**src/rtl/ep_dualbank_pkg.sv**
```systemverilog
package ep_dualbank_pkg;

  // Next busy-bank count from one increment and two possible decrements.
  function automatic logic [1:0] busy_next(logic [1:0] cur, logic inc,
                                           logic dec_a, logic dec_b);
    return cur + {1'b0, inc} - {1'b0, dec_a} - {1'b0, dec_b};
  endfunction

  // Bank that sits `offs` positions after the oldest busy bank.
  function automatic logic bank_after(logic head, logic [1:0] offs);
    return head ^ offs[0];
  endfunction

  // True when a committed bank exists that the host has not opened.
  function automatic logic has_spare(logic [1:0] busy, logic sending);
    return (busy == 2'd2) || (busy == 2'd1 && !sending);
  endfunction

endpackage

```
**src/rtl/ep_bank_store.sv**
```systemverilog
module ep_bank_store #(
  parameter int DATA_W = 8,
  parameter int DEPTH  = 8,
  parameter int PTR_W  = 4
) (
  input  logic              clk,
  input  logic              rst_n,
  input  logic              clr,
  input  logic              wr_en,
  input  logic              wr_bank,
  input  logic [PTR_W-1:0]  wr_ptr,
  input  logic [DATA_W-1:0] wr_data,
  input  logic              len_we,
  input  logic              len_bank,
  input  logic [PTR_W-1:0]  len_val,
  input  logic              rd_bank,
  input  logic [PTR_W-1:0]  rd_ptr,
  output logic [DATA_W-1:0] rd_data,
  output logic [PTR_W-1:0]  rd_len
);
  localparam int IDX_W = (DEPTH > 1) ? $clog2(DEPTH) : 1;
  localparam logic [PTR_W-1:0] CAP = PTR_W'(DEPTH);

  logic [DATA_W-1:0] bank_word [2];
  logic [PTR_W-1:0]  bank_len  [2];
  logic [IDX_W-1:0]  wr_idx, rd_idx;
  logic              wr_in_range, rd_in_range;

  assign wr_idx      = wr_ptr[IDX_W-1:0];
  assign rd_idx      = rd_ptr[IDX_W-1:0];
  assign wr_in_range = wr_ptr < CAP;
  assign rd_in_range = rd_ptr < CAP;

  for (genvar b = 0; b < 2; b++) begin : g_bank
    logic [DATA_W-1:0] cells [DEPTH];
    logic [PTR_W-1:0]  len_q;

    always_ff @(posedge clk) begin
      if (wr_en && wr_in_range && wr_bank == 1'(b))
        cells[wr_idx] <= wr_data;
    end

    always_ff @(posedge clk or negedge rst_n) begin
      if (!rst_n)                            len_q <= '0;
      else if (clr)                          len_q <= '0;
      else if (len_we && len_bank == 1'(b))  len_q <= len_val;
    end

    assign bank_word[b] = cells[rd_idx];
    assign bank_len[b]  = len_q;
  end

  assign rd_data = rd_in_range ? bank_word[rd_bank] : '0;
  assign rd_len  = bank_len[rd_bank];

  // a stored length never exceeds the bank capacity
  a_r3_len_bound: assert property (@(posedge clk) disable iff (!rst_n)
    rd_len <= CAP);

endmodule

```
**src/rtl/ep_bank_ctrl.sv**
```systemverilog
module ep_bank_ctrl
  import ep_dualbank_pkg::*;
#(
  parameter int DEPTH = 8,
  parameter int PTR_W = 4
) (
  input  logic             clk,
  input  logic             rst_n,
  input  logic             ep_reset,
  input  logic             dir_in,
  input  logic             cpu_wr_en,
  input  logic             cpu_commit,
  input  logic             cpu_rd_en,
  input  logic             cpu_release,
  input  logic             cpu_kill,
  input  logic             sie_wr_en,
  input  logic             sie_rx_end,
  input  logic             sie_tx_start,
  input  logic             sie_rd_en,
  input  logic             sie_tx_done,
  input  logic [PTR_W-1:0] head_len,
  output logic [1:0]       busy,
  output logic             head,
  output logic             wr_bank,
  output logic [PTR_W-1:0] wr_ptr,
  output logic             wr_fire,
  output logic [PTR_W-1:0] rd_ptr,
  output logic             commit_fire,
  output logic             drop_fire,
  output logic             underrun_fire,
  output logic             kill_busy
);
  localparam logic [PTR_W-1:0] CAP = PTR_W'(DEPTH);

  logic [1:0]       busy_q;
  logic             head_q, tx_act_q, kill_q, kill_done_q;
  logic [PTR_W-1:0] wptr_q, rptr_q;

  logic full, empty, commit_req, wr_req, rd_req;
  logic ev_commit, ev_drop, ev_free, ev_tx_start, ev_underrun;
  logic kill_fire, ev_kill, ev_write, ev_read;

  always_comb begin
    full        = busy_q == 2'd2;
    empty       = busy_q == 2'd0;
    commit_req  = dir_in ? cpu_commit : sie_rx_end;
    wr_req      = dir_in ? cpu_wr_en  : sie_wr_en;
    rd_req      = dir_in ? (sie_rd_en && tx_act_q) : cpu_rd_en;
    ev_commit   = commit_req && !full && !kill_q;
    ev_drop     = !dir_in && sie_rx_end && full;
    ev_free     = dir_in ? (sie_tx_done && tx_act_q) : (cpu_release && !empty);
    ev_tx_start = dir_in && sie_tx_start && !tx_act_q && !empty;
    ev_underrun = dir_in && sie_tx_start && !tx_act_q && empty;
    kill_fire   = kill_q && !kill_done_q;
    ev_kill     = kill_fire && has_spare(busy_q, tx_act_q || ev_tx_start);
    ev_write    = wr_req && !full && (wptr_q < CAP);
    ev_read     = rd_req && !empty && (rptr_q < head_len);
  end

  always_ff @(posedge clk or negedge rst_n) begin
    if (!rst_n) begin
      busy_q <= '0; head_q <= 1'b0; tx_act_q <= 1'b0;
      kill_q <= 1'b0; kill_done_q <= 1'b0;
      wptr_q <= '0; rptr_q <= '0;
    end else if (ep_reset) begin
      busy_q <= '0; head_q <= 1'b0; tx_act_q <= 1'b0;
      kill_q <= 1'b0; kill_done_q <= 1'b0;
      wptr_q <= '0; rptr_q <= '0;
    end else begin
      busy_q <= busy_next(busy_q, ev_commit, ev_free, ev_kill);
      if (ev_free) head_q <= ~head_q;

      if (ev_tx_start)  tx_act_q <= 1'b1;
      else if (ev_free) tx_act_q <= 1'b0;

      if (kill_done_q) begin
        kill_q      <= 1'b0;
        kill_done_q <= 1'b0;
      end else if (kill_q) begin
        kill_done_q <= 1'b1;
      end else if (cpu_kill && dir_in) begin
        kill_q <= 1'b1;
      end

      if (ev_commit || ev_kill) wptr_q <= '0;
      else if (ev_write)        wptr_q <= wptr_q + 1'b1;

      if (ev_free)      rptr_q <= '0;
      else if (ev_read) rptr_q <= rptr_q + 1'b1;
    end
  end

  assign busy          = busy_q;
  assign head          = head_q;
  assign wr_bank       = bank_after(head_q, busy_q);
  assign wr_ptr        = wptr_q;
  assign wr_fire       = ev_write;
  assign rd_ptr        = rptr_q;
  assign commit_fire   = ev_commit;
  assign drop_fire     = ev_drop;
  assign underrun_fire = ev_underrun;
  assign kill_busy     = kill_q;

  // the count never reaches the unused code 3
  a_r2_busy_bound: assert property (@(posedge clk) disable iff (!rst_n)
    busy_q != 2'd3);

  // with both banks busy the fill position does not move
  a_r12_full_write_blocked: assert property (@(posedge clk) disable iff (!rst_n)
    full && !ev_kill && !ep_reset |=> $stable(wptr_q));

  // a kill, once raised, stays up through the following edge
  a_r5_kill_holds: assert property (@(posedge clk) disable iff (!rst_n)
    $rose(kill_q) |=> kill_q);

  // the kill bit drops after its completion cycle
  a_r5_kill_ends: assert property (@(posedge clk) disable iff (!rst_n)
    kill_done_q |=> !kill_q);

  // no commit raises the count while a kill is pending
  a_r5_commit_blocked: assert property (@(posedge clk) disable iff (!rst_n)
    kill_q && !ep_reset |=> busy_q <= $past(busy_q));

  // a dropped packet leaves both banks busy
  a_r7_drop_keeps_full: assert property (@(posedge clk) disable iff (!rst_n)
    ev_drop && !ev_free && !ep_reset |=> busy_q == 2'd2);

endmodule

```
**src/rtl/ep_flag_unit.sv**
```systemverilog
module ep_flag_unit (
  input  logic       clk,
  input  logic       rst_n,
  input  logic       ep_reset,
  input  logic       iso_mode,
  input  logic       dir_in,
  input  logic       underrun_fire,
  input  logic       drop_fire,
  input  logic       commit_fire,
  input  logic       crc_ok,
  input  logic [1:0] clr,
  output logic       underflow,
  output logic       crc_err
);
  logic uf_q, ce_q, uf_set, ce_set;

  assign uf_set = iso_mode && (underrun_fire || drop_fire);
  assign ce_set = commit_fire && !dir_in && !crc_ok;

  always_ff @(posedge clk or negedge rst_n) begin
    if (!rst_n) begin
      uf_q <= 1'b0; ce_q <= 1'b0;
    end else if (ep_reset) begin
      uf_q <= 1'b0; ce_q <= 1'b0;
    end else begin
      uf_q <= uf_set || (uf_q && !clr[0]);
      ce_q <= ce_set || (ce_q && !clr[1]);
    end
  end

  assign underflow = uf_q;
  assign crc_err   = ce_q;

  // an uncleared underflow persists
  a_r9_uf_sticky: assert property (@(posedge clk) disable iff (!rst_n)
    uf_q && !clr[0] && !ep_reset |=> uf_q);

  // an isochronous empty read is reported
  a_r6_underrun_flags: assert property (@(posedge clk) disable iff (!rst_n)
    iso_mode && underrun_fire && !ep_reset |=> uf_q);

  // a bad-CRC packet is reported
  a_r8_crc_flags: assert property (@(posedge clk) disable iff (!rst_n)
    commit_fire && !dir_in && !crc_ok && !ep_reset |=> ce_q);

endmodule

```
**src/rtl/ep_dualbank_buf.sv**
```systemverilog
module ep_dualbank_buf #(
  parameter int DATA_W     = 8,
  parameter int BANK_DEPTH = 8,
  localparam int PTR_W     = $clog2(BANK_DEPTH + 1)
) (
  input  logic              clk,
  input  logic              rst_n,
  input  logic              ep_reset,
  input  logic              dir_in,
  input  logic              iso_mode,
  input  logic              cpu_wr_en,
  input  logic [DATA_W-1:0] cpu_wr_data,
  input  logic              cpu_commit,
  input  logic              cpu_rd_en,
  input  logic              cpu_release,
  input  logic              cpu_kill,
  input  logic [1:0]        cpu_flag_clr,
  input  logic              sie_wr_en,
  input  logic [DATA_W-1:0] sie_wr_data,
  input  logic              sie_rx_end,
  input  logic              sie_crc_ok,
  input  logic              sie_tx_start,
  input  logic              sie_rd_en,
  input  logic              sie_tx_done,
  output logic [1:0]        busy_banks,
  output logic              tx_ready,
  output logic              rx_ready,
  output logic              rd_avail,
  output logic [DATA_W-1:0] rd_data,
  output logic [PTR_W-1:0]  rd_len,
  output logic              kill_busy,
  output logic              underflow,
  output logic              crc_err
);
  logic [1:0]        busy;
  logic              head, wr_bank, wr_fire;
  logic              commit_fire, drop_fire, underrun_fire, kill_q;
  logic [PTR_W-1:0]  wr_ptr, rd_ptr, head_len;
  logic [DATA_W-1:0] wr_data;

  assign wr_data = dir_in ? cpu_wr_data : sie_wr_data;

  ep_bank_ctrl #(.DEPTH(BANK_DEPTH), .PTR_W(PTR_W)) u_ctrl (
    .clk           (clk),
    .rst_n         (rst_n),
    .ep_reset      (ep_reset),
    .dir_in        (dir_in),
    .cpu_wr_en     (cpu_wr_en),
    .cpu_commit    (cpu_commit),
    .cpu_rd_en     (cpu_rd_en),
    .cpu_release   (cpu_release),
    .cpu_kill      (cpu_kill),
    .sie_wr_en     (sie_wr_en),
    .sie_rx_end    (sie_rx_end),
    .sie_tx_start  (sie_tx_start),
    .sie_rd_en     (sie_rd_en),
    .sie_tx_done   (sie_tx_done),
    .head_len      (head_len),
    .busy          (busy),
    .head          (head),
    .wr_bank       (wr_bank),
    .wr_ptr        (wr_ptr),
    .wr_fire       (wr_fire),
    .rd_ptr        (rd_ptr),
    .commit_fire   (commit_fire),
    .drop_fire     (drop_fire),
    .underrun_fire (underrun_fire),
    .kill_busy     (kill_q)
  );

  ep_bank_store #(.DATA_W(DATA_W), .DEPTH(BANK_DEPTH), .PTR_W(PTR_W)) u_store (
    .clk      (clk),
    .rst_n    (rst_n),
    .clr      (ep_reset),
    .wr_en    (wr_fire),
    .wr_bank  (wr_bank),
    .wr_ptr   (wr_ptr),
    .wr_data  (wr_data),
    .len_we   (commit_fire),
    .len_bank (wr_bank),
    .len_val  (wr_ptr),
    .rd_bank  (head),
    .rd_ptr   (rd_ptr),
    .rd_data  (rd_data),
    .rd_len   (head_len)
  );

  ep_flag_unit u_flags (
    .clk           (clk),
    .rst_n         (rst_n),
    .ep_reset      (ep_reset),
    .iso_mode      (iso_mode),
    .dir_in        (dir_in),
    .underrun_fire (underrun_fire),
    .drop_fire     (drop_fire),
    .commit_fire   (commit_fire),
    .crc_ok        (sie_crc_ok),
    .clr           (cpu_flag_clr),
    .underflow     (underflow),
    .crc_err       (crc_err)
  );

  assign busy_banks = busy;
  assign tx_ready   = dir_in && (busy != 2'd2) && !kill_q;
  assign rx_ready   = !dir_in && (busy != 2'd0);
  assign rd_avail   = (busy != 2'd0) && (rd_ptr < head_len);
  assign rd_len     = head_len;
  assign kill_busy  = kill_q;

  // the first commit into an empty IN endpoint leaves it ready again
  a_r4_ready_after_commit: assert property (@(posedge clk) disable iff (!rst_n)
    dir_in && busy == 2'd0 && commit_fire && !cpu_kill && !ep_reset |=> tx_ready);

  // endpoint reset empties the banks and flags
  a_r10_reset_clears: assert property (@(posedge clk) disable iff (!rst_n)
    ep_reset |=> busy_banks == 2'd0 && !underflow && !crc_err && !kill_busy);

endmodule

```
**config.mk**
```make
export PLATFORM = sky130hd
export DESIGN_NAME = ep_dualbank_buf
export DESIGN_NICKNAME = d
export VERILOG_FILES = /design/src/rtl/ep_dualbank_pkg.sv /design/src/rtl/ep_bank_store.sv /design/src/rtl/ep_bank_ctrl.sv /design/src/rtl/ep_flag_unit.sv /design/src/rtl/ep_dualbank_buf.sv
export SDC_FILE = /design/constraint.sdc
export NUM_CORES = 1
export LEC_CHECK = 0
export ABC_AREA = 1
export ABC_CLOCK_PERIOD_IN_PS = 1770
export BUFFER_PORTS_ARGS = -buffer_cell sky130_fd_sc_hd__buf_2
export CAP_MARGIN = 20
export CORE_MARGIN = 2
export CORE_UTILIZATION = 50
export DETAILED_ROUTE_END_ITERATION = 12
export PLACE_DENSITY = 0.79
export SYNTH_ARGS = -nofsm -noshare
export SYNTH_HDL_FRONTEND = slang
export SYNTH_SLANG_ARGS = --single-unit
```
**constraint.sdc**
```tcl
create_clock -name clk -period 1.77 [get_ports clk]
set_input_delay 0.0885 -clock clk [delete_from_list [all_inputs] [get_ports clk]]
set_output_delay 0.0885 -clock clk [all_outputs]
set_load 0.02 [all_outputs]
```
==> results.md <==
CTS:
- The worst-case clock buffer depth is 2.
- The number of sinks handled by clock tree synthesis is 152.
- The CTS tree is yes.
- The TritonCTS buffer count is 17.
- After clock tree synthesis, the clock-pin slew on the worst setup and hold paths is 0.06 ns.
- Clock tree synthesis selected as its root buffer the cell sky130_fd_sc_hd__clkbuf_16.
- The latest clock arrival within the worst-skew pair is 0.42 ns.
- The H-tree depth reported by CTS is 4.

Detailed routing:
- In this run, the number of DRC markers left after iteration 0 of detailed routing was 679.
- The number of detailed-route iterations in the first pass is 5.
- For this block, the via count after detailed routing is 5212.
- The average routed wire per standard cell is 19.1 µm.
- For this block, the routed nets add up to 17500 µm of wire.
- In this run the remaining antenna-violating nets after routing total 0.
- The number of remaining DRC errors is 0.
- The post-detailed-route via-to-cell ratio is 5.71.

Yosys:
- The async set or reset register ratio after synthesis is 15.8%.
- Dividing the synthesized area by the synthesized cell count gives 10.9 µm².
- The Yosys step of the flow raised 0 warnings.
- The most instantiated flip-flop cell in the synthesis netlist is sky130_fd_sc_hd__edfxtp_1.
- Ranked by total cell area, the synthesized netlist is headed by sky130_fd_sc_hd__edfxtp_1 (57%), sky130_fd_sc_hd__dfrtp_1 (9.0%), sky130_fd_sc_hd__nor2_1 (7.3%).
- The number of different library cells in the post-synthesis netlist is 33.
- The combined area of all synthesized cells is 0.00669 mm².
- The register bit count reported by yosys is 152.
- The portion of the post-synthesis area used by sequential elements is 66.5%.
- Counting flops with a built-in enable in the synthesized netlist gives 128.
- The cell count after synthesis came out at 614.
- The biggest area contributor in the post-synthesis netlist is sky130_fd_sc_hd__edfxtp_1.
- Counting every net in the synthesized netlist gives 655.
- The area share of the leading cell type in the synthesized netlist is 57.5%.

Layout:
- The proportion of layout cells with a drive suffix above 1 is 28.7%.
- The area growth from synthesis to final layout is 30.0%.
- The finished cells cover 0.00869 mm².
- The layout filler cell count is 858.
- The net count of the finished layout is 764.
- The repair_antennas step left the layout with diodes totalling 0.
- Leaving out fill and tap cells, the most frequent cells in the layout are sky130_fd_sc_hd__edfxtp_1 (128), sky130_fd_sc_hd__nor2_1 (109), sky130_fd_sc_hd__nand2_1 (69).
- The library cell used most frequently in the layout, excluding fill and tap cells, is sky130_fd_sc_hd__edfxtp_1.

Setup path:
- The largest stage delay on the critical path is 0.47 ns.
- The largest fanout on the critical path is 7.
- The worst register-to-register path has a depth of 9.
- The required time of the critical path is 1.68 ns.
- For flop-to-flop paths, the worst setup slack is -0.22 ns.
- The cell family contributing the most delay on the critical path is flip-flops.
- The classification of the worst setup path is flip-flop to primary output.
- The cell with the biggest individual delay on the critical path is sky130_fd_sc_hd__dfrtp_2.
- The critical path goes through buf_4 -> nor2_1 -> nor2_1 -> o21ai_1 -> o211ai_1 -> nand3_1 -> a21oi_2 -> buf_6.
- The critical register-to-register path endpoint is u_ctrl.busy[1].
- The critical path contains buffers and inverters numbering 2 combined.
- The worst path arrival time is 2.10 ns.
- The beginning of the worst register-to-register path is u_ctrl.busy[1].
- The cell that appears most often on the critical path is sky130_fd_sc_hd__nor2_1.
- The worst setup path is captured at a primary output.
- STA classifies the critical path startpoint as a flip-flop.

STA:
- The clock arrives with 0.00539 ns of skew.
- The tightest slew margin relative to the limit is 57.9%.
- The count of final max-slew check failures is 0.
- The final worst-path cycle share is 124%.
- The worst path in the final design needs a cycle of 2.19 ns, including I/O delays and setup.
- The final count of hold timing violations came to 0.
- For the pin with the worst max-slew slack, the measured transition is 0.631 ns.
- Derived from the worst setup path, the maximum achievable clock frequency is 457 MHz.
- Setup slack on the critical path of the routed design comes to -0.418 ns.
- The number of endpoints failing setup at the final stage is 11.
- Setup repair after global routing could not meet its margin everywhere.
- In the final timing run, aggregate negative setup slack is -3.54 ns.

GRT:
- The maximum number of pins on one net before global-route repair is 39.
- The initial antenna violation count is 0.
- The total congestion overflow is 0.
- The first global-routing pass estimated 26900 µm of wire.
- In the global route stage, overall resource usage came out at 24.8%.
- The via count of the first global-routing pass is 5054.

Worst hold path:
- The beginning of the worst hold path is ep_reset.
- The worst hold path belongs to the class primary input to flip-flop.
- The worst hold path was traced through 2 stages.
- The worst hold path endpoint is u_ctrl.busy[1].

Status:
- The flow ran to the end, but the final reports show violations.
- The final reports fail on negative setup slack.

Power:
- The power per unit of standard cell area is 1230 mW/mm².
- The reported leakage power is 3.31 nW.
- The worst-case IR drop observed on VDD is 0.960 mV.

Placed design:
- The congestion estimate from routability-driven global placement came to 0.930.
- The worst setup timing slack at the placement stage is -0.190 ns.
- The HPWL reported at the end of detailed placement is 9850 µm.
- The post-place instance area is 0.00764 mm².
- Input and output buffers added on the ports amount to 53.

Die:
- The floorplan step defined a die boundary enclosing 0.0143 mm².
- From bottom edge to top edge, the die measures 120 µm.
- The total number of placement rows is 42.
- The core box area is 0.0131 mm².
- The die is 120 µm wide.
- Once the floorplan was initialized, standard cells occupied 50.9% of the core.
- The total I/O pin count is 54.

Run:
- The number of max-cap violations is 0.
==> cell usage after synthesis, types with 5 or more instances <==
cell type,number
sky130_fd_sc_hd__clkbuf_1,12
sky130_fd_sc_hd__buf_6,6
sky130_fd_sc_hd__nor2_1,130
sky130_fd_sc_hd__o211ai_1,32
sky130_fd_sc_hd__nand2_1,76
sky130_fd_sc_hd__edfxtp_1,128
sky130_fd_sc_hd__o21ai_1,11
sky130_fd_sc_hd__inv_1,29
sky130_fd_sc_hd__o21ai_0,62
sky130_fd_sc_hd__a21oi_1,18
sky130_fd_sc_hd__buf_2,7
sky130_fd_sc_hd__nand3_1,35
sky130_fd_sc_hd__ha_1,6
sky130_fd_sc_hd__dfrtp_1,24
sky130_fd_sc_hd__buf_4,5
sky130_fd_sc_hd__inv_2,5
==> repair_timing <==
item	CTS	global route
gates resized for setup	36	40
hold endpoints to repair	27	1
buffers inserted	5	8
setup endpoints to repair	58	142
pin swaps	13	15
hold buffers	6	1
cloned	3	0
==> through the flow <==
stage	util [%]	instances	total power, mW	hold WS [ns]
2_1_floorplan	-	614	5.72	-0.207
3_3_place_gp	58.2	858	6.54	0.0966
3_5_place_dp	58.2	858	6.61	0.107
4_1_cts	64.6	904	10.3	0.0336
5_1_grt	66.2	912	11.1	0.0787
6_report	66.2	912	10.7	0.0657
==> per-layer routing <==
metal	track usage [%]	wire length, µm	up-vias	part of all wire, %
met3	4.90	1490	50	8.6
met2	41.9	8980	308	51
li1	-	-	2367	-
met4	8.46	504	0	2.9
met5	0	0	-	0
met1	32.1	6480	2487	37
==> cells by family (layout without fill, tap and decap cells) <==
| family | after synthesis | count (layout) | synth area share [%] |
|---|---|---|---|
| xor+xnor | 5 | 5 | 0.655 |
| fa+ha+maj | 7 | 7 | 1.42 |
| compound gates | 126 | 126 | 10.8 |
| simple gates | 257 | 257 | 15.8 |
| buf+inv | 67 | 189 | 4.85 |
| flops | 152 | 152 | 66.5 |
==> layout make-up <==
class / count / area, µm² / share of cell area (%)
Inverter: 35 / 143 / 1.64
Multi-Input combinational cell: 395 / 2140 / 24.6
Clock inverter: 14 / 123 / 1.41
Tap cell: 176 / 220 / 2.53
Sequential cell: 152 / 4450 / 51.2
Clock buffer: 18 / 429 / 4.94
Timing Repair Buffer: 122 / 1190 / 13.7
==> worst max path at each step <==
stage	start	endpoint	slack (ns)	cells after the start
6_report	u_ctrl.rd_ptr[0]	rd_data[5]	-0.42	8
5_1_grt	u_ctrl.rd_ptr[0]	rd_data[5]	-0.48	8
4_1_cts	u_ctrl.rd_ptr[0]	rd_data[5]	-0.33	7
3_5_place_dp	u_ctrl.busy[1]	u_ctrl.busy[1]	-0.19	8
3_3_place_gp	u_ctrl.busy[1]	u_ctrl.busy[1]	-0.06	8
2_1_floorplan	u_ctrl.busy[0]	u_ctrl.busy[0]	-0.13	10
==> power by group <==
| part | switching [mW] | total (mW) | internal [mW] |
|---|---|---|---|
| clock network | 1.42 | 3.36 | 1.94 |
| logic | 1.80 | 3.10 | 1.30 |
| registers | 0.117 | 4.23 | 4.11 |
==> flip-flops by register name (all words and copies together), names as in the netlist <==
register and cells:
u_flags.underflow 1, u_ctrl.kill_busy 1, u_ctrl.rd_ptr 4, u_ctrl.busy 2, u_store.g_bank.cells 128, u_store.g_bank.len_q 8
u_flags.crc_err 1, u_ctrl.head 1, u_ctrl.kill_done_q 1, u_ctrl.wr_ptr 4, u_ctrl.tx_act_q 1
No activity file was read; power rests on OpenSTA's default activity.
